--- config.mk ---
export PLATFORM = sky130hd
export DESIGN_NAME = seq_read_mon
export DESIGN_NICKNAME = d
export VERILOG_FILES = /design/src/rtl/seq_read_mon_pkg.sv /design/src/rtl/mon_gap_timer.sv /design/src/rtl/mon_phase_rules.sv /design/src/rtl/seq_read_mon.sv
export SDC_FILE = /design/constraint.sdc
export NUM_CORES = 1
export LEC_CHECK = 0
export ABC_AREA = 1
export CAP_MARGIN = 20
export CORE_AREA = 10 10 47 49
export CTS_CLUSTER_SIZE = 40
export DETAILED_ROUTE_END_ITERATION = 6
export DIE_AREA = 0 0 57 59
export PLACE_DENSITY = 0.74
export SETUP_SLACK_MARGIN = 0.4
export SYNTH_ARGS = -nofsm -noshare
export SYNTH_HDL_FRONTEND = slang
export SYNTH_SLANG_ARGS = --single-unit
--- constraint.sdc ---
create_clock -name clk -period 1.9 [get_ports clk]
set_input_delay 0.285 -clock clk [delete_from_list [all_inputs] [get_ports clk]]
set_output_delay 0.285 -clock clk [all_outputs]
set_load 0.02 [all_outputs]
--- src/rtl/seq_read_mon_pkg.sv ---
`timescale 1ns/1ps
package seq_read_mon_pkg;

  typedef enum logic [1:0] {
    ST_IDLE = 2'd0,
    ST_ACK  = 2'd1,
    ST_GAP  = 2'd2,
    ST_XFER = 2'd3
  } mon_state_e;

  typedef enum logic [2:0] {
    EC_NONE      = 3'd0,
    EC_NO_ACK    = 3'd1,
    EC_DONE_LATE = 3'd2,
    EC_FRAME     = 3'd3,
    EC_OVERLAP   = 3'd4
  } err_code_e;

  typedef enum logic [1:0] {
    FM_SPLIT = 2'd0,
    FM_LEAD  = 2'd1,
    FM_FUSED = 2'd2,
    FM_ALT   = 2'd3
  } frame_mode_e;

  // true when the given mode demands data on the completion cycle
  function automatic logic mode_needs_lead(input frame_mode_e m);
    return (m == FM_LEAD) || (m == FM_FUSED);
  endfunction

  // true when the given mode demands the end marker to ride on a data beat
  function automatic logic mode_fuses_end(input frame_mode_e m);
    return (m == FM_FUSED);
  endfunction

endpackage

--- src/rtl/mon_gap_timer.sv ---
`timescale 1ns/1ps
module mon_gap_timer #(
  parameter int unsigned MIN_GAP = 1,
  parameter int unsigned MAX_GAP = 4
) (
  input  logic clk,
  input  logic rst,
  input  logic arm,
  input  logic run,
  output logic window_open,
  output logic expired
);
  localparam int unsigned CW = $clog2(MAX_GAP + 1);
  localparam logic [CW-1:0] MIN_V = CW'(MIN_GAP);
  localparam logic [CW-1:0] MAX_V = CW'(MAX_GAP);

  logic [CW-1:0] gap_cnt;

  always_ff @(posedge clk) begin
    if (rst || arm)
      gap_cnt <= '0;
    else if (run && (gap_cnt != MAX_V))
      gap_cnt <= gap_cnt + 1'b1;
  end

  assign window_open = (gap_cnt >= MIN_V);
  assign expired     = (gap_cnt == MAX_V);

  a_r3_count_steps: assert property (@(posedge clk) disable iff (rst)
    (run && !arm && !expired) |=> (gap_cnt != $past(gap_cnt)));

endmodule

--- src/rtl/mon_phase_rules.sv ---
`timescale 1ns/1ps
module mon_phase_rules
  import seq_read_mon_pkg::*;
(
  input  frame_mode_e mode,
  input  logic        at_done,
  input  logic        data,
  input  logic        endl,
  output logic        finish,
  output logic        bad
);
  logic lead_rule;
  logic fuse_rule;

  assign lead_rule = mode_needs_lead(mode);
  assign fuse_rule = mode_fuses_end(mode);

  always_comb begin
    finish = 1'b0;
    bad    = 1'b0;
    if (fuse_rule) begin
      finish = data && endl;
      bad    = !data;
    end else if (at_done) begin
      bad    = lead_rule && !data;
    end else begin
      finish = endl;
      bad    = !endl && !data;
    end
  end

endmodule

--- src/rtl/seq_read_mon.sv ---
`timescale 1ns/1ps
module seq_read_mon
  import seq_read_mon_pkg::*;
#(
  parameter int unsigned MIN_GAP = 1,
  parameter int unsigned MAX_GAP = 4
) (
  input  logic       clk,
  input  logic       rst,
  input  logic [1:0] mode,
  input  logic       req,
  input  logic       ack,
  input  logic       done,
  input  logic       data,
  input  logic       endl,
  output logic       xfer_ok,
  output logic       err_pulse,
  output logic [2:0] err_code
);
  mon_state_e  state_q, state_n;
  err_code_e   code_q, code_n;
  logic        ok_q, ok_n, err_q, err_n;
  frame_mode_e fmode;

  // named events for the checks below
  logic req_overlap;
  logic gap_arm;
  logic gap_run;
  logic gap_window;
  logic gap_expired;
  logic done_taken;
  logic rule_finish;
  logic rule_bad;

  assign fmode       = frame_mode_e'(mode);
  assign req_overlap = (state_q != ST_IDLE) && req;
  assign gap_run     = (state_q == ST_GAP);
  assign gap_arm     = (state_q == ST_ACK) && ack && !req;
  assign done_taken  = gap_run && done && gap_window;

  mon_gap_timer #(.MIN_GAP(MIN_GAP), .MAX_GAP(MAX_GAP)) u_gap (
    .clk         (clk),
    .rst         (rst),
    .arm         (gap_arm),
    .run         (gap_run),
    .window_open (gap_window),
    .expired     (gap_expired)
  );

  mon_phase_rules u_rules (
    .mode    (fmode),
    .at_done (gap_run),
    .data    (data),
    .endl    (endl),
    .finish  (rule_finish),
    .bad     (rule_bad)
  );

  always_comb begin
    state_n = state_q;
    ok_n    = 1'b0;
    err_n   = 1'b0;
    code_n  = EC_NONE;
    if (req_overlap) begin
      err_n   = 1'b1;
      code_n  = EC_OVERLAP;
      state_n = ST_IDLE;
    end else begin
      unique case (state_q)
        ST_IDLE: if (req) state_n = ST_ACK;
        ST_ACK: begin
          if (ack) state_n = ST_GAP;
          else begin
            err_n   = 1'b1;
            code_n  = EC_NO_ACK;
            state_n = ST_IDLE;
          end
        end
        ST_GAP: begin
          if (done_taken) begin
            if (rule_bad) begin
              err_n   = 1'b1;
              code_n  = EC_FRAME;
              state_n = ST_IDLE;
            end else if (rule_finish) begin
              ok_n    = 1'b1;
              state_n = ST_IDLE;
            end else begin
              state_n = ST_XFER;
            end
          end else if (gap_expired) begin
            err_n   = 1'b1;
            code_n  = EC_DONE_LATE;
            state_n = ST_IDLE;
          end
        end
        ST_XFER: begin
          if (rule_bad) begin
            err_n   = 1'b1;
            code_n  = EC_FRAME;
            state_n = ST_IDLE;
          end else if (rule_finish) begin
            ok_n    = 1'b1;
            state_n = ST_IDLE;
          end
        end
        default: state_n = ST_IDLE;
      endcase
    end
  end

  always_ff @(posedge clk) begin
    if (rst) begin
      state_q <= ST_IDLE;
      ok_q    <= 1'b0;
      err_q   <= 1'b0;
      code_q  <= EC_NONE;
    end else begin
      state_q <= state_n;
      ok_q    <= ok_n;
      err_q   <= err_n;
      code_q  <= code_n;
    end
  end

  assign xfer_ok   = ok_q;
  assign err_pulse = err_q;
  assign err_code  = code_q;

  // pulses are exclusive and the code is quiet without an error
  a_r10_exclusive: assert property (@(posedge clk) disable iff (rst)
    !(xfer_ok && err_pulse));
  a_r10_code_quiet: assert property (@(posedge clk) disable iff (rst)
    !err_pulse |-> (err_code == 3'd0));
  // any verdict leaves the monitor idle
  a_r1_idle_after_verdict: assert property (@(posedge clk) disable iff (rst)
    (xfer_ok || err_pulse) |-> (state_q == ST_IDLE));
  // missing acknowledge is reported next cycle
  a_r2_no_ack: assert property (@(posedge clk) disable iff (rst)
    (state_q == ST_ACK && !ack && !req) |=> (err_pulse && err_code == 3'd1));
  // completion past the window is reported
  a_r4_late: assert property (@(posedge clk) disable iff (rst)
    (gap_run && gap_expired && !done && !req) |=> (err_pulse && err_code == 3'd2));
  // request inside an open transfer is reported
  a_r9_overlap: assert property (@(posedge clk) disable iff (rst)
    req_overlap |=> (err_pulse && err_code == 3'd4));
  // in fused mode a success needs data on the closing cycle
  a_r7_fused_close: assert property (@(posedge clk) disable iff (rst)
    (xfer_ok && $past(fmode) == FM_FUSED) |-> $past(data && endl));

endmodule

==> impl_results.md, run 1 <==
- Status: completed
- Post-synthesis instance total: 92
- Fin util: 0.6134
- Syn_nets: 105
- Fmax achieved: 683.3 MHz
- GPL Wtd Cong: 0.8272
- RSZ-0062 raised after global routing: false
- Worst clock skew: 0.0009555 ns
- Sink Count: 10
- Crit share post-route: 0.7703
- Post-synthesis register bit count: 10
- Tightest Pin Transition: 0.2666 ns
- Largest net degree at the start of global routing: 7
- DIE AREA: 0.003363 mm^2
- 1st-pass router iterations: 4
- CTS Buffer Depth: 2
- Endpoints failing setup: 0
- Slowest CP cell: clkdlybuf4s50_1
- Cell Pwr Density: 950.2 mW/mm^2
- Hold EP: u_gap.gap_cnt[2]$_SDFFE_PP0P_
- Worst rel slew slack: 0.8220
- Syn Area/Cell: 6.637 um^2
- CP required: 1.62 ns
- # nets final: 124
- Placed Instances: 121
- Share of cells above drive strength 1: 0.2000
- Critical Path AT: 1.18 ns
- CP Launch Type: flop
- Cell Rows: 14
- CTS tree: built
- Clk Latency, worst-skew pair: 0.27 ns
- Number of nets with antenna violations after routing: 0
- Hold path start: u_gap.gap_cnt[2]$_SDFFE_PP0P_
- DP Worst Slack: 0.08501 ns
- Fin crit period: 1.464 ns
- Reg-to-reg startpoint: u_gap.gap_cnt[0]$_SDFFE_PP0P_
- Final Cell Area: 859.6 um^2
- Initial antenna violation count: 0
- CP max FO: 1
- Area after DPL: 760.7 um^2
- DRC: 0
- First-pass GRT wire length: 2470 um
- Ordered cell list for the critical path: clkdlybuf4s50_1
- Hold path depth: 2
- DRT iter0 DRCs: 22
- Core area: 0.001401 mm^2
- Multi-input logic area: 374.1 um^2
- Setup TNS: 0 ns
- # fillers: 133
- Post-detailed-route wirelength per cell: 11.71 um
- Dpl hpwl: 1131 um
- Critical Path Source: xfer_ok$_SDFF_PP0_
- GRT Overall Usage: 0.08953
- Post-Route WL: 1475 um
- Post-synthesis cell type count: 18
- Synthesis Warnings: 0
- Setup CP Type: reg2out
- I/O Pins: 14
- Mapped Area: 610.6 um^2
- IO Port Bufs: 13
- ANT cells: 0
- Static leakage: 0.5321 nW
- Total global routing overflow: 0
- Final hold violation count: 0
- Worst min path class: reg2reg
- Layout Area Growth over Synthesis: 40.78%
- WP buf/inv: 1
- Flop2flop setup slack: 0.53 ns
- Fin. max-slew vios: 0
- Seq/Total Area, Yosys: 0.3279
- Reg clk slew, reported paths: 0.07 ns
- Setup crit end kind: output pin
- Fin Hold WS: 0.4950 ns
- Final Worst Setup Slack: 0.4364 ns
- Total CTS buffers: 3
- Worst vdd ir: 549.2 uV
- Vias/cell: 5.063
- Seq. cell area: 201.4 um^2
- Critical path's top delay family: buffers and inverters
- CTS root buf: clkbuf_4
- Via count: 638
- Die height: 59 um
- R2R cell count: 10
- Starting Density: 0.4357
- Finished Layout Cells: 126
- R2R Path End: state_q[0]$_SDFFE_PP0P_
- Max incr delay on CP: 0.60 ns
- Max Cap Viol: 0
- DIE WIDTH: 57 um
- Pwr Total: 0.8168 mW
- H-tree depth: 1
- Vias in the first global route: 648
-- metal layers --
metal	up-vias	global-route usage	part of all wire
met5	-	0	0
met4	0	0.06711	0.015
met3	4	0.02361	0.064
met2	27	0.1628	0.52
met1	289	0.08444	0.40
li1	318	-	-
-- worst min-delay path, delay by kind of cell, from the launching register on --
kind / cells / cell delay (ns)
AOI/OAI and AO/OA: 1 / 0.05
buffers and inverters: 1 / 0.06
DFF: 1 / 0.34
-- worst max-delay path by stage --
| stage | cells after the start | endpoint |
|---|---|---|
| floorplan | 10 | state_q[0]$_SDFFE_PP0P_ |
| global placement | 9 | state_q[0]$_SDFFE_PP0P_ |
| detailed placement | 9 | state_q[0]$_SDFFE_PP0P_ |
| CTS | 1 | err_pulse |
| global route | 10 | state_q[0]$_SDFFE_PP0P_ |
| finish | 1 | xfer_ok |
-- where the power goes --
part           leakage [nW]  switching [mW]  total [mW]  internal, mW
sequential           0.0817          0.0294       0.275         0.245
combinational         0.429           0.211       0.341         0.131
clock                0.0210          0.0841       0.201         0.117
total                 0.532           0.324       0.817         0.493
-- cells in the mapped netlist --
library cell / count / area (um^2)
inv_1: 19 / 71.32
nand2_1: 16 / 60.06
nor2_1: 13 / 48.80
dfxtp_1: 10 / 200.2
nand3_1: 8 / 40.04
nand2_2: 5 / 31.28
ha_1: 4 / 50.05
a21oi_1: 3 / 15.01
nor3_1: 3 / 15.01
o21ai_0: 3 / 15.01
a21boi_0: 1 / 7.510
inv_2: 1 / 3.750
nand2_4: 1 / 11.26
nand3_2: 1 / 10.01
nor2_4: 1 / 11.26
nor3b_1: 1 / 7.510
o21ai_1: 1 / 5.000
o21bai_1: 1 / 7.510
-- cells by family (layout without fill, tap and decap cells) --
family                   Yosys count  count (layout)  synth area share
flip-flops                        10              10            0.3279
adder cells (fa/ha/maj)            4               4           0.08197
AND/OR/NAND/NOR                   49              49            0.3853
AO/OA/AOI/OAI                      9               9           0.08195
buffers and inverters             20              38            0.1229
-- placed cells by master (no fill, tap or decap) --
cell / Yosys / final
dlymetal6s2s_1: 0 / 6
ha_1: 4 / 3
nor2_4: 1 / 1
nor2_1: 13 / 13
clkdlybuf4s50_1: 0 / 7
inv_1: 19 / 18
o21bai_1: 1 / 1
nand3_1: 8 / 5
nor3b_1: 1 / 1
a21boi_1: 0 / 1
dfxtp_2: 0 / 1
clkbuf_4: 0 / 3
nand3_2: 1 / 4
buf_4: 0 / 1
nand2_2: 5 / 5
dfxtp_1: 10 / 9
a21oi_1: 3 / 3
nor3_1: 3 / 3
nand2_4: 1 / 2
ha_4: 0 / 1
clkbuf_8: 0 / 1
nand2_1: 16 / 15
o21ai_0: 3 / 3
inv_2: 1 / 2
o21ai_2: 0 / 1
-- sequential cells by signal, indices dropped and copies added (netlist names) --
signal         flops
err_pulse          1
state_q            2
err_code           3
xfer_ok            1
u_gap.gap_cnt      3
-- area by class of cell --
type,count,area share
flip-flops and latches,10,0.2344
repair buffers,14,0.1776
inverters,20,0.08734
multi-input cells,62,0.4352
clock buffers,4,0.04221
well taps,16,0.02329
-- what timing repair did --
item,CTS,global route
endpoints found under the hold margin,0,0
gates resized for setup,1,15
hold buffers,0,0
pin swaps,0,5
endpoints found under the setup margin,2,7
buffers inserted,0,1
(Power assumes the default switching activity.)
==> run 2: changes to the inputs <==
--- a/config.mk
+++ b/config.mk
@@ -7,11 +7,11 @@
 export LEC_CHECK = 0
 export ABC_AREA = 1
 export CAP_MARGIN = 20
-export CORE_AREA = 10 10 47 49
+export CORE_AREA = 10 10 50 52
 export CTS_CLUSTER_SIZE = 40
 export DETAILED_ROUTE_END_ITERATION = 6
-export DIE_AREA = 0 0 57 59
-export PLACE_DENSITY = 0.74
+export DIE_AREA = 0 0 60 62
+export PLACE_DENSITY = 0.67
 export SETUP_SLACK_MARGIN = 0.4
 export SYNTH_ARGS = -nofsm -noshare
 export SYNTH_HDL_FRONTEND = slang
==> constraint.sdc (replaced) <==
create_clock -name clk -period 1.2 [get_ports clk]
set_input_delay 0.18 -clock clk [delete_from_list [all_inputs] [get_ports clk]]
set_output_delay 0.18 -clock clk [all_outputs]
set_load 0.02 [all_outputs]
==> run 2 against run 1 <==
The flow now finishes with violations (setup timing). Clock-buffer cell count unchanged. Register-to-register slack worse by 0.63 ns. Sequential cell count did not move. Critical path depth is 7 higher. Cell count rose by 16%. Critical path type is now reg2reg. Clock skew rose by 0.0039 ns. Non-clock buffer count up 19.
==> impl_results.md, run 2 (same netlist as run 1, synthesis figures left out) <==
- Worst clock skew: 0.004841 ns (was 0.0009555 ns)
- Number of nets with antenna violations after routing: 0 (unchanged)
- Sw Share: 0.3807 (was 0.3968)
- Comb pwr share: 0.508 (was 0.418)
- # nets final: 143 (was 124)
- Status: finished with violations (was completed)
- R2R cell count: 8 (was 10)
- Share of cells above drive strength 1: 0.5194 (was 0.2000)
- Vias in the first global route: 649 (was 648)
- CP required: 1.37 ns (was 1.62 ns)
- Worst min path class: reg2reg (unchanged)
- Worst rel slew slack: 0.8398 (was 0.8220)
- Post-detailed-route wirelength per cell: 12.10 um (was 11.71 um)
- ANT cells: 0 (unchanged)
- Sequential share of power: 0.288 (was 0.336)
- R2R Path End: xfer_ok$_SDFF_PP0_ (was state_q[0]$_SDFFE_PP0P_)
- RSZ-0062 raised after global routing: true (was false)
- Worst vdd ir: 821.3 uV (was 549.2 uV)
- Reg clk slew, reported paths: 0.08 ns (was 0.07 ns)
- H-tree depth: 1 (unchanged)
- Fmax achieved: 770.8 MHz
- DP Worst Slack: -0.4801 ns (was 0.08501 ns)
- DIE AREA: 0.003720 mm^2 (was 0.003363 mm^2)
- Hold path start: u_gap.gap_cnt[2]$_SDFFE_PP0P_ (unchanged)
- DRT iter0 DRCs: 7 (was 22)
- Critical Path AT: 1.47 ns (was 1.18 ns)
- Total CTS buffers: 3 (unchanged)
- Fin. max-slew vios: 0 (unchanged)
- Internal power: 0.9830 mW (was 0.4927 mW)
- Core area: 0.001614 mm^2 (was 0.001401 mm^2)
- Commonest non-fill, non-tap cells in the layout: buf_4, inv_1, nand2_1 (was inv_1, nand2_1, nor2_1)
- 1st-pass router iterations: 4 (unchanged)
- Setup crit end kind: flop (was output pin)
- First-pass GRT wire length: 2753 um (was 2470 um)
- Initial antenna violation count: 0 (unchanged)
- Reg-to-reg startpoint: u_gap.gap_cnt[1]$_SDFFE_PP0P_ (was u_gap.gap_cnt[0]$_SDFFE_PP0P_)
- Total global routing overflow: 0 (unchanged)
- Cell Rows: 15 (was 14)
- GPL Wtd Cong: 0.8426 (was 0.8272)
- Final Worst Setup Slack: -0.09727 ns (was 0.4364 ns)
- Failing checks: setup timing
- Clock network fraction of total power: 0.204 (was 0.246)
- Finished Layout Cells: 146 (was 126)
- Setup CP Type: reg2reg (was reg2out)
- CP max FO: 3 (was 1)
- I/O Pins: 14 (unchanged)
- DRC: 0 (unchanged)
- Endpoints failing setup: 7 (was 0)
- IO Port Bufs: 13 (unchanged)
- Starting Density: 0.3783 (was 0.4357)
- DIE WIDTH: 60 um (was 57 um)
- Clk Latency, worst-skew pair: 0.28 ns (was 0.27 ns)
- CP Launch Type: flop (unchanged)
- Post-Route WL: 1767 um (was 1475 um)
- Vias/cell: 4.651 (was 5.063)
- Hold EP: u_gap.gap_cnt[2]$_SDFFE_PP0P_ (unchanged)
- CTS root buf: clkbuf_4 (unchanged)
- Layout Area Growth over Synthesis: 79.71% (was 40.78%)
- Hold path depth: 2 (unchanged)
- Fin crit period: 1.297 ns
- Placed Instances: 135 (was 121)
- Cell Pwr Density: 1446 mW/mm^2 (was 950.2 mW/mm^2)
- Largest net degree at the start of global routing: 7 (unchanged)
- Crit share post-route: 1.081
- Flop2flop setup slack: -0.1 ns (was 0.53 ns)
- Die height: 62 um (was 59 um)
- Max Cap Viol: 0 (unchanged)
- Tightest Pin Transition: 0.2400 ns (was 0.2666 ns)
- Sink Count: 10 (unchanged)
- Dpl hpwl: 1158 um (was 1131 um)
- CTS Buffer Depth: 2 (unchanged)
- CTS tree: built (unchanged)
- Commonest non-fill, non-tap cell in the layout: buf_4 (was inv_1)
- GRT Overall Usage: 0.09917 (was 0.08953)
- Final hold violation count: 0 (unchanged)
- Via count: 679 (was 638)
- Switching pwr: 0.6042 mW (was 0.3241 mW)
- Static leakage: 0.5635 nW (was 0.5321 nW)
run 2: power groups by stage:
| stage | Clock [mW] | Sequential (mW) | Combinational (mW) |
|---|---|---|---|
| detailed placement | 0 | 0.443 | 0.609 |
| finish | 0.324 | 0.457 | 0.806 |
| CTS | 0.326 | 0.447 | 0.674 |
| global placement | 0 | 0.441 | 0.607 |
| floorplan | 0 | 0.463 | 0.339 |
| global route | 0.364 | 0.464 | 0.892 |
run 2: worst max-delay path by stage:
stage	start	to	slack [ns]	cells past startpoint
floorplan	u_gap.gap_cnt[1]$_SDFFE_PP0P_	err_pulse$_SDFF_PP0_	0.01	10
global placement	mode[0]	state_q[0]$_SDFFE_PP0P_	-0.48	9
detailed placement	mode[0]	state_q[0]$_SDFFE_PP0P_	-0.48	9
CTS	u_gap.gap_cnt[1]$_SDFFE_PP0P_	err_pulse$_SDFF_PP0_	-0.05	10
global route	u_gap.gap_cnt[0]$_SDFFE_PP0P_	u_gap.gap_cnt[1]$_SDFFE_PP0P_	-0.19	10
finish	u_gap.gap_cnt[1]$_SDFFE_PP0P_	xfer_ok$_SDFF_PP0_	-0.1	8
run 2: layout make-up:
cell class                 count  area, um^2
fill                         124       516.7
multi-input combinational     62       446.7
timing repair buffer          33       302.8
sequential                    10       212.7
inverter                      20       77.57
clock buffer                   4       36.28
tap                           17       21.27
run 2: what timing repair did:
| item | in CTS | in global routing |
|---|---|---|
| pin swaps | 12 | 5 |
| setup buffers | 3 | 4 |
| hold buffers | 0 | 0 |
| gates resized for setup | 54 | 13 |
| endpoints found under the setup margin | 15 | 15 |
run 2: worst max-delay path: stages, from the launching register on:
cell and delay (ns):
dfxtp_2 0.34, inv_2 0.06, ha_4 0.16, nor2_4 0.10, nand3_4 0.09, nand3_4 0.09
nand2_4 0.07, buf_4 0.13, nor3b_2 0.15
run 2: stage by stage:
stage	utilization	hold WS [ns]	instance area, um^2	setup TNS (ns)	power (mW)
finish	0.6798	0.5445	1097	-0.4803	1.587
global route	0.6798	0.6022	1097	-1.223	1.720
CTS	0.6264	0.5042	1011	-0.1534	1.447
detailed placement	0.5434	0.4727	877.1	-2.622	1.051
global placement	0.5434	0.4700	877.1	-2.407	1.048
floorplan	-	0.2568	628.1	0	0.8015
run 2: routing by layer:
| metal | wire length (um) | part of all wire | vias up | global-route usage |
|---|---|---|---|---|
| li1 | - | - | 357 | - |
| met1 | 701 | 0.40 | 299 | 0.1067 |
| met2 | 915 | 0.52 | 18 | 0.1603 |
| met3 | 102 | 0.058 | 5 | 0.02846 |
| met4 | 48 | 0.027 | 0 | 0.07692 |
| met5 | 0 | 0 | - | 0 |
==> run 3: changes to the inputs <==
--- a/config.mk
+++ b/config.mk
@@ -6,6 +6,7 @@
 export NUM_CORES = 1
 export LEC_CHECK = 0
 export ABC_AREA = 1
+export ABC_CLOCK_PERIOD_IN_PS = 1200
 export CAP_MARGIN = 20
 export CORE_AREA = 10 10 50 52
 export CTS_CLUSTER_SIZE = 40
==> results of run 3 <==
No change in the layout: final DEF, timing and power equal those of run 2.
